==> config.mk <==
export PLATFORM = sky130hd
export DESIGN_NAME = usb_pkt_buf_if
export DESIGN_NICKNAME = d
export VERILOG_FILES = /design/src/rtl/pbi_pkg.sv /design/src/rtl/pbi_desc_regs.sv /design/src/rtl/pbi_route.sv /design/src/rtl/pbi_stream.sv /design/src/rtl/usb_pkt_buf_if.sv
export SDC_FILE = /design/constraint.sdc
export NUM_CORES = 2
export LEC_CHECK = 0
export BUFFER_PORTS_ARGS = -buffer_cell sky130_fd_sc_hd__buf_2
export CAP_MARGIN = 30
export CORE_MARGIN = 8
export CORE_UTILIZATION = 45
export CTS_CLUSTER_DIAMETER = 50
export DETAILED_ROUTE_END_ITERATION = 8
export PLACE_DENSITY = 0.67
export SYNTH_ARGS = -nofsm -noshare
export SYNTH_HDL_FRONTEND = slang
export SYNTH_SLANG_ARGS = --single-unit
==> constraint.sdc <==
create_clock -name clk -period 2.6 [get_ports clk]
set_clock_uncertainty 0.05 [all_clocks]
set_input_delay 0.13 -clock clk [delete_from_list [all_inputs] [get_ports clk]]
set_output_delay 0.13 -clock clk [all_outputs]
set_load 0.005 [all_outputs]
==> src/rtl/pbi_pkg.sv <==
package pbi_pkg;

  typedef enum logic [1:0] {
    EK_CTRL = 2'd0,
    EK_BULK = 2'd1,
    EK_INTR = 2'd2,
    EK_ISO  = 2'd3
  } ep_kind_e;

  typedef struct packed {
    logic     dbl;
    ep_kind_e kind;
  } ep_cfg_t;

  localparam logic [2:0] FLD_A0  = 3'd0;
  localparam logic [2:0] FLD_N0  = 3'd1;
  localparam logic [2:0] FLD_A1  = 3'd2;
  localparam logic [2:0] FLD_N1  = 3'd3;
  localparam logic [2:0] FLD_CFG = 3'd4;
  localparam logic [2:0] FLD_TOG = 3'd5;

  function automatic logic kind_may_pair(input ep_kind_e k);
    return (k == EK_BULK) || (k == EK_ISO);
  endfunction

endpackage

==> src/rtl/pbi_desc_regs.sv <==
module pbi_desc_regs
  import pbi_pkg::*;
#(
  parameter int N_EP   = 10,
  parameter int EPW    = 4,
  parameter int ADDR_W = 11,
  parameter int CNT_W  = 11
) (
  input  logic              clk,
  input  logic              rst_n,
  input  logic              cpu_we,
  input  logic [EPW-1:0]    cpu_ep,
  input  logic [2:0]        cpu_fld,
  input  logic [15:0]       cpu_wdata,
  output logic [15:0]       cpu_rdata,
  input  logic [EPW-1:0]    lk_ep,
  output logic              lk_valid,
  output ep_cfg_t           lk_cfg,
  output logic              lk_utog,
  output logic              lk_ctog,
  output logic [ADDR_W-1:0] lk_a0,
  output logic [CNT_W-1:0]  lk_n0,
  output logic [ADDR_W-1:0] lk_a1,
  output logic [CNT_W-1:0]  lk_n1,
  input  logic              wb_en,
  input  logic [EPW-1:0]    wb_ep,
  input  logic              wb_slot,
  input  logic [CNT_W-1:0]  wb_cnt,
  input  logic              flip_en,
  input  logic [EPW-1:0]    flip_ep
);

  logic [N_EP-1:0][ADDR_W-1:0] a0_all, a1_all;
  logic [N_EP-1:0][CNT_W-1:0]  n0_all, n1_all;
  logic [N_EP-1:0][2:0]        cfg_all;
  logic [N_EP-1:0]             utog_all, ctog_all;

  wire unused_wdata = &{1'b0, cpu_wdata};

  function automatic logic ep_in_range(input logic [EPW-1:0] e);
    return int'(e) < N_EP;
  endfunction

  for (genvar e = 0; e < N_EP; e++) begin : g_ep
    logic [ADDR_W-1:0] a0_q, a1_q;
    logic [CNT_W-1:0]  n0_q, n1_q;
    ep_cfg_t           cfg_q;
    logic              utog_q, ctog_q;
    wire cpu_hit  = cpu_we  && (cpu_ep  == EPW'(e));
    wire wb_hit   = wb_en   && (wb_ep   == EPW'(e));
    wire flip_hit = flip_en && (flip_ep == EPW'(e));

    always_ff @(posedge clk or negedge rst_n) begin
      if (!rst_n) begin
        a0_q   <= '0;
        a1_q   <= '0;
        n0_q   <= '0;
        n1_q   <= '0;
        cfg_q  <= '0;
        utog_q <= 1'b0;
        ctog_q <= 1'b0;
      end else begin
        if (cpu_hit) begin
          case (cpu_fld)
            FLD_A0:  a0_q  <= cpu_wdata[ADDR_W-1:0];
            FLD_N0:  n0_q  <= cpu_wdata[CNT_W-1:0];
            FLD_A1:  a1_q  <= cpu_wdata[ADDR_W-1:0];
            FLD_N1:  n1_q  <= cpu_wdata[CNT_W-1:0];
            FLD_CFG: cfg_q <= ep_cfg_t'(cpu_wdata[2:0]);
            FLD_TOG: if (cpu_wdata[0]) ctog_q <= ~ctog_q;
            default: ;
          endcase
        end
        // hardware write-back takes precedence over a same-cycle CPU write
        if (wb_hit && !wb_slot) n0_q <= wb_cnt;
        if (wb_hit &&  wb_slot) n1_q <= wb_cnt;
        if (flip_hit) utog_q <= ~utog_q;
      end
    end

    assign a0_all[e]   = a0_q;
    assign a1_all[e]   = a1_q;
    assign n0_all[e]   = n0_q;
    assign n1_all[e]   = n1_q;
    assign cfg_all[e]  = cfg_q;
    assign utog_all[e] = utog_q;
    assign ctog_all[e] = ctog_q;
  end

  logic [EPW-1:0] lk_idx, cpu_idx;
  logic           cpu_ok;

  always_comb begin
    lk_valid = ep_in_range(lk_ep);
    lk_idx   = lk_valid ? lk_ep : '0;
    lk_cfg   = lk_valid ? ep_cfg_t'(cfg_all[lk_idx]) : '0;
    lk_utog  = lk_valid & utog_all[lk_idx];
    lk_ctog  = lk_valid & ctog_all[lk_idx];
    lk_a0    = a0_all[lk_idx];
    lk_n0    = n0_all[lk_idx];
    lk_a1    = a1_all[lk_idx];
    lk_n1    = n1_all[lk_idx];
  end

  always_comb begin
    cpu_ok    = ep_in_range(cpu_ep);
    cpu_idx   = cpu_ok ? cpu_ep : '0;
    cpu_rdata = '0;
    if (cpu_ok) begin
      case (cpu_fld)
        FLD_A0:  cpu_rdata = 16'(a0_all[cpu_idx]);
        FLD_N0:  cpu_rdata = 16'(n0_all[cpu_idx]);
        FLD_A1:  cpu_rdata = 16'(a1_all[cpu_idx]);
        FLD_N1:  cpu_rdata = 16'(n1_all[cpu_idx]);
        FLD_CFG: cpu_rdata = 16'(cfg_all[cpu_idx]);
        FLD_TOG: cpu_rdata = 16'({utog_all[cpu_idx], ctog_all[cpu_idx]});
        default: cpu_rdata = '0;
      endcase
    end
  end

  // the USB toggle moves only when the stream engine asks for it
  a_r7_utog_only_on_flip: assert property (@(posedge clk) disable iff (!rst_n)
    (utog_all != $past(utog_all)) |-> $past(flip_en));

  // the CPU toggle moves only on a toggle-field write
  a_r8_ctog_only_on_cpu: assert property (@(posedge clk) disable iff (!rst_n)
    (ctog_all != $past(ctog_all)) |-> $past(cpu_we && (cpu_fld == FLD_TOG)));

endmodule

==> src/rtl/pbi_route.sv <==
module pbi_route
  import pbi_pkg::*;
#(
  parameter int ADDR_W = 11,
  parameter int CNT_W  = 11
) (
  input  logic              ep_valid,
  input  logic              dir_in,
  input  ep_cfg_t           cfg,
  input  logic              utog,
  input  logic              ctog,
  input  logic [ADDR_W-1:0] a0,
  input  logic [CNT_W-1:0]  n0,
  input  logic [ADDR_W-1:0] a1,
  input  logic [CNT_W-1:0]  n1,
  output logic              paired,
  output logic              slot,
  output logic              held,
  output logic              quiet,
  output logic [ADDR_W-1:0] addr,
  output logic [CNT_W-1:0]  lim
);

  always_comb begin
    paired = ep_valid && cfg.dbl && kind_may_pair(cfg.kind);
    // ping-pong endpoints follow the USB toggle; others split by direction
    slot   = paired ? utog : ~dir_in;
    held   = !ep_valid || (paired && (utog == ctog));
    quiet  = held && ep_valid && (cfg.kind == EK_ISO);
    addr   = slot ? a1 : a0;
    lim    = slot ? n1 : n0;
  end

endmodule

==> src/rtl/pbi_stream.sv <==
module pbi_stream #(
  parameter int EPW    = 4,
  parameter int ADDR_W = 11,
  parameter int CNT_W  = 11
) (
  input  logic              clk,
  input  logic              rst_n,
  input  logic              sie_start,
  input  logic [EPW-1:0]    sie_ep,
  input  logic              sie_dir_in,
  input  logic              sie_wr_valid,
  input  logic [7:0]        sie_wr_data,
  input  logic              sie_rd_req,
  input  logic              sie_end,
  input  logic              sie_ok,
  input  logic              rt_held,
  input  logic              rt_quiet,
  input  logic              rt_paired,
  input  logic              rt_slot,
  input  logic [ADDR_W-1:0] rt_addr,
  input  logic [CNT_W-1:0]  rt_lim,
  output logic              sie_rd_valid,
  output logic [7:0]        sie_rd_data,
  output logic              sie_rd_last,
  output logic              sie_rd_eod,
  output logic              xact_nak,
  output logic              xact_drop,
  output logic              xfer_done,
  output logic [CNT_W-1:0]  xfer_cnt,
  output logic              xfer_ovr,
  output logic [ADDR_W-1:0] mem_addr,
  output logic              mem_we,
  output logic [7:0]        mem_wdata,
  output logic              mem_re,
  input  logic [7:0]        mem_rdata,
  output logic              wb_en,
  output logic [EPW-1:0]    wb_ep,
  output logic              wb_slot,
  output logic [CNT_W-1:0]  wb_cnt,
  output logic              flip_en,
  output logic [EPW-1:0]    flip_ep
);

  typedef enum logic [1:0] {ST_IDLE, ST_RX, ST_TX} st_e;

  st_e               st_q;
  logic [EPW-1:0]    ep_q;
  logic              slot_q, paired_q, ovr_q;
  logic [ADDR_W-1:0] ptr_q;
  logic [CNT_W-1:0]  lim_q, cnt_q, dcnt_q;
  logic              rv_q, last_q, eod_q, nak_q, drop_q, done_q, dovr_q;

  function automatic logic has_room(input logic [CNT_W-1:0] c, input logic [CNT_W-1:0] l);
    return c < l;
  endfunction

  function automatic logic is_final(input logic [CNT_W-1:0] c, input logic [CNT_W-1:0] l);
    return (c + CNT_W'(1)) == l;
  endfunction

  function automatic logic [ADDR_W-1:0] next_addr(input logic [ADDR_W-1:0] a);
    return a + ADDR_W'(1);
  endfunction

  // named internal events
  logic start_ok, take_wr, take_rd, room, ovr_hit, eod_hit, finish, clean_end;

  always_comb begin
    start_ok  = (st_q == ST_IDLE) && sie_start;
    room      = has_room(cnt_q, lim_q);
    take_wr   = (st_q == ST_RX) && sie_wr_valid && !sie_end;
    take_rd   = (st_q == ST_TX) && sie_rd_req && !sie_end;
    ovr_hit   = take_wr && !room;
    eod_hit   = take_rd && !room;
    finish    = (st_q != ST_IDLE) && sie_end;
    clean_end = finish && sie_ok && !ovr_q;
  end

  assign mem_addr  = ptr_q;
  assign mem_wdata = sie_wr_data;
  assign mem_we    = take_wr && room;
  assign mem_re    = take_rd && room;

  assign wb_en   = clean_end && (st_q == ST_RX);
  assign wb_ep   = ep_q;
  assign wb_slot = slot_q;
  assign wb_cnt  = cnt_q;
  assign flip_en = clean_end && paired_q;
  assign flip_ep = ep_q;

  always_ff @(posedge clk or negedge rst_n) begin
    if (!rst_n) begin
      st_q     <= ST_IDLE;
      ep_q     <= '0;
      slot_q   <= 1'b0;
      paired_q <= 1'b0;
      ovr_q    <= 1'b0;
      ptr_q    <= '0;
      lim_q    <= '0;
      cnt_q    <= '0;
    end else begin
      case (st_q)
        ST_IDLE: begin
          if (start_ok && !rt_held) begin
            st_q     <= sie_dir_in ? ST_TX : ST_RX;
            ep_q     <= sie_ep;
            slot_q   <= rt_slot;
            paired_q <= rt_paired;
            ptr_q    <= rt_addr;
            lim_q    <= rt_lim;
            cnt_q    <= '0;
            ovr_q    <= 1'b0;
          end
        end
        default: begin
          if (finish) begin
            st_q <= ST_IDLE;
          end else begin
            if (mem_we || mem_re) begin
              ptr_q <= next_addr(ptr_q);
              cnt_q <= cnt_q + CNT_W'(1);
            end
            if (ovr_hit) ovr_q <= 1'b1;
          end
        end
      endcase
    end
  end

  always_ff @(posedge clk or negedge rst_n) begin
    if (!rst_n) begin
      rv_q   <= 1'b0;
      last_q <= 1'b0;
      eod_q  <= 1'b0;
      nak_q  <= 1'b0;
      drop_q <= 1'b0;
      done_q <= 1'b0;
      dcnt_q <= '0;
      dovr_q <= 1'b0;
    end else begin
      rv_q   <= mem_re;
      last_q <= mem_re && is_final(cnt_q, lim_q);
      eod_q  <= eod_hit;
      nak_q  <= start_ok && rt_held && !rt_quiet;
      drop_q <= start_ok && rt_held && rt_quiet;
      done_q <= finish;
      if (finish) begin
        dcnt_q <= cnt_q;
        dovr_q <= ovr_q;
      end
    end
  end

  assign sie_rd_valid = rv_q;
  assign sie_rd_data  = rv_q ? mem_rdata : 8'h00;
  assign sie_rd_last  = last_q;
  assign sie_rd_eod   = eod_q;
  assign xact_nak     = nak_q;
  assign xact_drop    = drop_q;
  assign xfer_done    = done_q;
  assign xfer_cnt     = dcnt_q;
  assign xfer_ovr     = dovr_q;

  // each memory access moves the pointer one step, wrapping at the top
  a_r3_ptr_step: assert property (@(posedge clk) disable iff (!rst_n)
    (mem_we || mem_re) |=> (ptr_q == ADDR_W'($past(ptr_q) + ADDR_W'(1))));

  // once an overrun is recorded no further byte reaches memory
  a_r5_ovr_blocks_write: assert property (@(posedge clk) disable iff (!rst_n)
    ovr_q |-> !mem_we);

  // the running count never exceeds the slot length
  a_r4_cnt_bounded: assert property (@(posedge clk) disable iff (!rst_n)
    (st_q != ST_IDLE) |-> (cnt_q <= lim_q));

  // a refused start leaves the engine idle and memory quiet
  a_r8_refusal_idle: assert property (@(posedge clk) disable iff (!rst_n)
    (xact_nak || xact_drop) |-> ((st_q == ST_IDLE) && !mem_we && !mem_re));

  // a transaction has at most one kind of closing response
  a_r8_one_response: assert property (@(posedge clk) disable iff (!rst_n)
    $onehot0({xact_nak, xact_drop, xfer_done}));

endmodule

==> src/rtl/usb_pkt_buf_if.sv <==
module usb_pkt_buf_if
  import pbi_pkg::*;
#(
  parameter  int N_EP   = 10,
  parameter  int ADDR_W = 11,
  localparam int EPW    = $clog2(N_EP),
  localparam int CNT_W  = ADDR_W
) (
  input  logic              clk,
  input  logic              rst_n,
  input  logic              sie_start,
  input  logic [EPW-1:0]    sie_ep,
  input  logic              sie_dir_in,
  input  logic              sie_wr_valid,
  input  logic [7:0]        sie_wr_data,
  input  logic              sie_rd_req,
  output logic              sie_rd_valid,
  output logic [7:0]        sie_rd_data,
  output logic              sie_rd_last,
  output logic              sie_rd_eod,
  input  logic              sie_end,
  input  logic              sie_ok,
  output logic              xact_nak,
  output logic              xact_drop,
  output logic              xfer_done,
  output logic [CNT_W-1:0]  xfer_cnt,
  output logic              xfer_ovr,
  output logic [ADDR_W-1:0] mem_addr,
  output logic              mem_we,
  output logic [7:0]        mem_wdata,
  output logic              mem_re,
  input  logic [7:0]        mem_rdata,
  input  logic              cpu_we,
  input  logic [EPW+2:0]    cpu_addr,
  input  logic [15:0]       cpu_wdata,
  output logic [15:0]       cpu_rdata
);

  logic              lk_valid, lk_utog, lk_ctog;
  ep_cfg_t           lk_cfg;
  logic [ADDR_W-1:0] lk_a0, lk_a1, rt_addr;
  logic [CNT_W-1:0]  lk_n0, lk_n1, rt_lim, wb_cnt;
  logic              rt_paired, rt_slot, rt_held, rt_quiet;
  logic              wb_en, wb_slot, flip_en;
  logic [EPW-1:0]    wb_ep, flip_ep;

  pbi_desc_regs #(.N_EP(N_EP), .EPW(EPW), .ADDR_W(ADDR_W), .CNT_W(CNT_W)) desc_i (
    .clk      (clk),
    .rst_n    (rst_n),
    .cpu_we   (cpu_we),
    .cpu_ep   (cpu_addr[EPW+2:3]),
    .cpu_fld  (cpu_addr[2:0]),
    .cpu_wdata(cpu_wdata),
    .cpu_rdata(cpu_rdata),
    .lk_ep    (sie_ep),
    .lk_valid (lk_valid),
    .lk_cfg   (lk_cfg),
    .lk_utog  (lk_utog),
    .lk_ctog  (lk_ctog),
    .lk_a0    (lk_a0),
    .lk_n0    (lk_n0),
    .lk_a1    (lk_a1),
    .lk_n1    (lk_n1),
    .wb_en    (wb_en),
    .wb_ep    (wb_ep),
    .wb_slot  (wb_slot),
    .wb_cnt   (wb_cnt),
    .flip_en  (flip_en),
    .flip_ep  (flip_ep)
  );

  pbi_route #(.ADDR_W(ADDR_W), .CNT_W(CNT_W)) route_i (
    .ep_valid(lk_valid),
    .dir_in  (sie_dir_in),
    .cfg     (lk_cfg),
    .utog    (lk_utog),
    .ctog    (lk_ctog),
    .a0      (lk_a0),
    .n0      (lk_n0),
    .a1      (lk_a1),
    .n1      (lk_n1),
    .paired  (rt_paired),
    .slot    (rt_slot),
    .held    (rt_held),
    .quiet   (rt_quiet),
    .addr    (rt_addr),
    .lim     (rt_lim)
  );

  pbi_stream #(.EPW(EPW), .ADDR_W(ADDR_W), .CNT_W(CNT_W)) stream_i (
    .clk         (clk),
    .rst_n       (rst_n),
    .sie_start   (sie_start),
    .sie_ep      (sie_ep),
    .sie_dir_in  (sie_dir_in),
    .sie_wr_valid(sie_wr_valid),
    .sie_wr_data (sie_wr_data),
    .sie_rd_req  (sie_rd_req),
    .sie_end     (sie_end),
    .sie_ok      (sie_ok),
    .rt_held     (rt_held),
    .rt_quiet    (rt_quiet),
    .rt_paired   (rt_paired),
    .rt_slot     (rt_slot),
    .rt_addr     (rt_addr),
    .rt_lim      (rt_lim),
    .sie_rd_valid(sie_rd_valid),
    .sie_rd_data (sie_rd_data),
    .sie_rd_last (sie_rd_last),
    .sie_rd_eod  (sie_rd_eod),
    .xact_nak    (xact_nak),
    .xact_drop   (xact_drop),
    .xfer_done   (xfer_done),
    .xfer_cnt    (xfer_cnt),
    .xfer_ovr    (xfer_ovr),
    .mem_addr    (mem_addr),
    .mem_we      (mem_we),
    .mem_wdata   (mem_wdata),
    .mem_re      (mem_re),
    .mem_rdata   (mem_rdata),
    .wb_en       (wb_en),
    .wb_ep       (wb_ep),
    .wb_slot     (wb_slot),
    .wb_cnt      (wb_cnt),
    .flip_en     (flip_en),
    .flip_ep     (flip_ep)
  );

endmodule

Word-level counts from Yosys, hierarchy flattened
Cells that the tools add are included.
{"block": "totals", "register_bits": 550, "input_bits": 52, "wordCells": 448}
{"block": "op_classes", "addsub": 2, "magnitude_cmp": 5, "eq_ne": 31, "muxes": 95, "bitwise": 23, "reduce_logical": 196}
{"cell": "11-bit 2-to-1 mux", "count": 60}
{"cell": "11-bit binary-select mux with 4-bit select", "count": 8}
{"cell": "2-bit AND reduction", "count": 52}
{"cell": "2-bit nonzero test", "count": 44}
{"cell": "1-bit logical AND", "count": 74}
{"cell": "11-bit one-hot mux with 6 select lines", "count": 1}
{"cell": "3-bit AND reduction", "count": 12}
{"cell": "4-bit by 3-bit == test with 1-bit output, second input constant", "count": 8}
{"cell": "3-bit binary-select mux with 4-bit select", "count": 2}
{"cell": "11-bit by 1-bit adder with 11-bit output, second input constant", "count": 2}
{"cell": "1-bit inverter", "count": 21}
{"cell": "1-bit binary-select mux with 4-bit select", "count": 4}
{"cell": "4-bit by 2-bit == test with 1-bit output, second input constant", "count": 4}
{"cell": "4-bit == test, second input constant", "count": 4}
{"cell": "16-bit 2-to-1 mux", "count": 1}
{"cell": "11-bit == test", "count": 1}
{"cell": "11-bit less-than comparator", "count": 1}
{"cell": "4-bit by 5-bit less-than comparator with 1-bit output, second input constant", "count": 2}
{"cell": "1-bit 2-to-1 mux", "count": 9}
{"cell": "3-bit 2-to-1 mux", "count": 3}
{"cell": "4-bit by 1-bit == test with 1-bit output, second input constant", "count": 2}
{"cell": "4-bit zero test", "count": 2}
{"cell": "4-bit less-than comparator, second input constant", "count": 2}
{"cell": "2-bit 2-to-1 mux", "count": 4}
{"cell": "other kinds (14)", "count": 29}

Logic depth before layout (Yosys ltp)
{"block": "logic_depth", "depth_word": 14, "depth_mapped": 12, "mapped_depth_nobuf": 10}

Hierarchy
Synthesis repeated with hierarchy kept, for this count alone.
{"block": "unflattened", "hier_cells": 3301, "hier_area_um2": 33530.9}
{"mod": "pbi_desc_regs", "instances": 1, "cells_each": 2888, "area_per_inst_um2": 29741.0, "seq_area_each_um2": 12261.8}
{"mod": "pbi_stream", "instances": 1, "cells_each": 380, "area_per_inst_um2": 3453.3, "seq_area_each_um2": 1501.4}
{"mod": "pbi_route", "instances": 1, "cells_each": 33, "area_per_inst_um2": 336.6, "seq_area_each_um2": 0.0}

Worst setup path after synthesis
OpenSTA, ideal clock, no wires.
{"block": "synth_path", "path_type": "reg-to-reg", "startpoint": "register stream_i.cnt_q[0] (netlist: stream_i.wb_cnt[0])", "endpoint": "register stream_i.ptr_q[2] (netlist: stream_i.mem_addr[2])", "arrival_time_ns": 2.186, "setup_slack_ns": 0.263, "stages_incl_launch_ff": 12, "n_path_buf": 2, "period_less_slack_ns": 2.337, "cell_sequence": "dfrtp_1 -> clkbuf_1 -> inv_1 -> ha_1 -> nor2b_1 -> o21a_1 -> o21ai_0 -> a21o_1 -> a31oi_1 -> clkbuf_1 -> nor2_1 -> nor4_1"}
{"block": "synth_via", "elab_chain_len": 5, "elab_cells_between_ends": 6, "cone_classes": "order compare (1); reduce/logical (5)"}
{"element": "from (decl)", "line_no": "pbi_stream.sv:50", "rtl": "logic [CNT_W-1:0] lim_q, cnt_q, dcnt_q;"}
{"element": "from (signal assigned)", "line_no": "pbi_stream.sv:121", "rtl": "cnt_q <= cnt_q + CNT_W'(1);"}
{"element": "11-bit less-than comparator *", "line_no": "pbi_stream.sv:54", "rtl": "return c < l;"}
{"element": "1-bit logical AND (on tied branches)", "line_no": "pbi_stream.sv:81, pbi_stream.sv:82"}
{"element": "1-bit logical OR *", "line_no": "pbi_stream.sv:119", "rtl": "if (mem_we || mem_re) begin"}
{"element": "2-bit nonzero test (no line) *"}
{"element": "3-bit AND reduction (no line) *"}
{"element": "to (signal assigned)", "line_no": "pbi_stream.sv:109", "rtl": "ptr_q <= rt_addr;"}
{"element": "to (signal assigned)", "line_no": "pbi_stream.sv:120", "rtl": "ptr_q <= next_addr(ptr_q);"}
{"element": "to (decl)", "line_no": "pbi_stream.sv:49", "rtl": "logic [ADDR_W-1:0] ptr_q;"}
Every way passes the cells marked *; elsewhere a longest branch is shown, timed or not.
A chain may end at the register's enable or synchronous reset.

Worst setup path after layout
{"block": "layout_path", "startpoint": "register desc_i.g_ep[3].n0_q[2]", "endpoint": "output cpu_rdata[2]"}
{"block": "layout_via", "elab_chain_len": 4}
{"element": "from (decl)", "line_no": "pbi_desc_regs.sv:46", "rtl": "logic [CNT_W-1:0] n0_q, n1_q;"}
{"element": "from (signal assigned)", "line_no": "pbi_desc_regs.sv:66", "rtl": "FLD_N0: n0_q <= cpu_wdata[CNT_W-1:0];"}
{"element": "from (signal assigned)", "line_no": "pbi_desc_regs.sv:75", "rtl": "if (wb_hit && !wb_slot) n0_q <= wb_cnt;"}
{"element": "11-bit binary-select mux with 4-bit select", "line_no": "pbi_desc_regs.sv:112", "rtl": "FLD_N0: cpu_rdata = 16'(n0_all[cpu_idx]);"}
{"element": "11-bit 2-to-1 mux (not written as such)", "line_no": "pbi_desc_regs.sv:112"}
{"element": "11-bit one-hot mux with 6 select lines", "line_no": "pbi_desc_regs.sv:110", "rtl": "case (cpu_fld)"}
{"element": "16-bit 2-to-1 mux", "line_no": "pbi_desc_regs.sv:109", "rtl": "if (cpu_ok) begin"}
{"element": "to (decl)", "line_no": "usb_pkt_buf_if.sv:36", "rtl": "output logic [15:0] cpu_rdata"}
Every way passes these cells. The select of a mux whose other input is x is not followed.

==> results.md <==
- Routed Antenna Nets: 0
- Largest net degree at the start of global routing: 72
- Status: complete, but fails checks
- Synth unique cells: 79
- Reg-to-Reg End: stream_i.mem_addr[0]
- Worst reg-to-reg path cell count: 10
- Rel. slew slack: 27.9%
- GP Congestion: 1.05
- Final nets: 3652
- Drt wl/cell: 28.6 um
- Share of synthesized registers carrying an async set or reset: 100%
- Initial core utilization: 45.4%
- Chip width: 284 um
- CP peak stage delay: 0.47 ns
- RSZ-0062 raised after global routing: yes
- YS warnings: 0
- Worst Path Max Fanout: 2
- VDD IR-drop max: 0.000578 V
- Crit path required time: 2.42 ns
- Clk slew on worst S/H paths: 0.06 ns
- CTS tree: done
- Port Buffer Count: 88
- Core area: 0.0714 mm2
- # H-tree levels: 3
- Top cell type by total area after synthesis: dfrtp_1
- Tot Pwr: 25900 uW
- Synth Area per Inst: 9.81 um2
- IO Count: 115
- CP Class: reg -> out
- Max Cap Viol: 0
- Minimum clock period: 2.68 ns
- Worst Setup Slack, final: -0.0813 ns
- Worst min path class: in -> async
- Max-slew violation count: 0
- F_max: 0.373 GHz
- Overall Global Routing Usage: 31.3%
- Final HPWL DP: 93700 um
- Failing checks: setup timing
- Synthesized area: 0.0324 mm2
- DR DRC count: 0
- Hold Slack: 0.0476 ns
- Count leader, synth: dfrtp_1
- CP endpoint kind: primary output
- Share of the synthesized area in the top cell type: 42.5%
- Synthesized flop and latch total: 550
- CTS Sinks: 550
- Die Ht: 284 um
- LEAKAGE: 0.0181 uW
- Number of global-route vias before repair: 28500
- WL final: 131000 um
- Root Driver: clkbuf_16
- Fill cell count: 6166
- Placed Area: 0.0364 mm2
- Rows: 98
- Primary FF master, synth: dfrtp_1
- Crit-path cells: a22oi_2, o21ai_4, a32oi_2, o32a_1, a221oi_2, a31o_2, buf_6
- Vias/cell: 6.49
- Setup-failing EPs final: 7
- Setup TNS: -0.267 ns
- First-pass GRT wire length: 193000 um
- Congestion Overflow GR: 0
- Non-Filler Instances: 4596
- Clk buf depth: 3
- Die area: 0.0809 mm2
- Synth area leaders: dfrtp_1, mux2i_1, mux2_2
- Startpoint Class: register
- Critical Path AT: 2.50 ns
- Actual slew at the worst max-slew pin: 1.08 ns
- Placed cells: 4432
- R2R Path Start: desc_i.cfg_all[8]
- Commonest cells in the netlist: dfrtp_1, nand2_1, mux2i_1
- Area Growth Syn to Fin: 22.8%
- DRT Pass-1 Iters: 8
- CTS buffer count: 73
- Pwr Density: 651 mW/mm2
- Iter 0 DRT Violations: 4069
- Design area: 0.0398 mm2
- Reg2reg setup slack: 0.01 ns
- Synthesized instance count: 3305
- Crit-path slowest cell: dfrtp_2
- Layout cells sized above 1: 31.5%
- Post-synth EDFFs: 0
- Period utilization: 103%
- DR vias: 29800
- Skew-Pair Late Insertion Delay: 0.63 ns
- Final hold vios: 0
- Initial antenna violation count: 7
- Register area share after synthesis: 42.5%
[stage by stage]
stage	setup slack [ns]	util (%)
5_1_grt	-0.125	55.8
2_1_floorplan	0.263	-
6_report	-0.0813	55.8
3_5_place_dp	-0.239	51.0
4_1_cts	-0.0519	55.0
3_3_place_gp	-0.224	51.0
[kinds of logic after synthesis]
family	after synthesis	synth area share, %
and+or+nand+nor	867	11.8
AOI/OAI and AO/OA	799	15.7
muxes	669	23.9
DFF	550	42.5
buffers and inverters	373	4.78
xor gates and xnor gates	33	0.892
adders and majority gates	13	0.502
other	1	0.0116
[state kept, by name (all words and copies together), names as in the netlist, 30 cells and up]
signal            cells
desc_i.g_ep.n1_q    110
desc_i.g_ep.a1_q    110
desc_i.cfg_all       30
desc_i.g_ep.a0_q    110
desc_i.g_ep.n0_q    110
[critical path, delay by kind of cell (launching register included)]
kind | cells | cell delay [ns]
buffers and inverters | 1 | 0.14
AOI/OAI and AO/OA | 6 | 1.27
DFF | 1 | 0.47
[metal layers]
metal / global-route usage, % / share of wire (%) / up-vias
li1: - / - / 12600
met1: 42.4 / 39 / 14700
met2: 45.1 / 42 / 2093
met3: 10.2 / 13 / 426
met4: 14.8 / 5.8 / 6
met5: 0 / 0.030 / -
[repair_timing]
item	4_1_cts	5_1_grt
setup endpoints to repair	14	66
gates cloned	0	0
pin swaps	32	52
buffers inserted	18	14
endpoints found under the hold margin	181	0
hold buffers	8	0
gates resized for setup	76	97
[cells in the final DEF (no fill, tap or decap), drive strengths merged, types with 14 or more instances in the layout]
master	n
o22ai	29
nor2b	48
a221oi	31
mux4	54
a22oi	44
nor3	24
xor2	18
o221ai	54
a21oi	151
nand2	465
o21ai	298
xnor2	15
a211oi	53
nand3	53
mux2	280
and2	14
inv	30
and3	17
a311oi	42
nand4	15
mux2i	335
dfrtp	550
clkbuf	104
a32oi	15
nand2b	28
a31oi	25
buf	546
nor2	158
[how the worst max path moves through the flow]
stage	cells after the start	slack (ns)	to	startpoint
finish	7	-0.08	cpu_rdata[2]	desc_i.g_ep[3].n0_q[2]
global route	10	-0.12	stream_i.mem_addr[0]	desc_i.cfg_all[8]
CTS	7	-0.05	cpu_rdata[5]	desc_i.g_ep[7].n0_q[5]
detailed placement	12	-0.24	cpu_rdata[10]	cpu_addr[4]
global placement	12	-0.22	cpu_rdata[10]	cpu_addr[4]
floorplan	11	0.26	stream_i.mem_addr[2]	stream_i.wb_cnt[0]
[area by class of cell]
type | count | area (um2) | share of cell area, %
well taps | 950 | 1190 | 2.99
repair buffers | 555 | 4480 | 11.2
multi-input cells | 2386 | 17900 | 45.0
flip-flops and latches | 550 | 13800 | 34.6
inverters | 21 | 78.8 | 0.198
clock buffers | 102 | 2120 | 5.33
clock inverters | 28 | 263 | 0.660
diodes | 4 | 10.0 | 0.0251
[where the power goes]
part	total (uW)	internal, uW	switching (uW)
Sequential	10600	9580	1000
Combinational	5310	2250	3060
Clock	10000	5950	4070
Power figures use the tool's default switching activity.
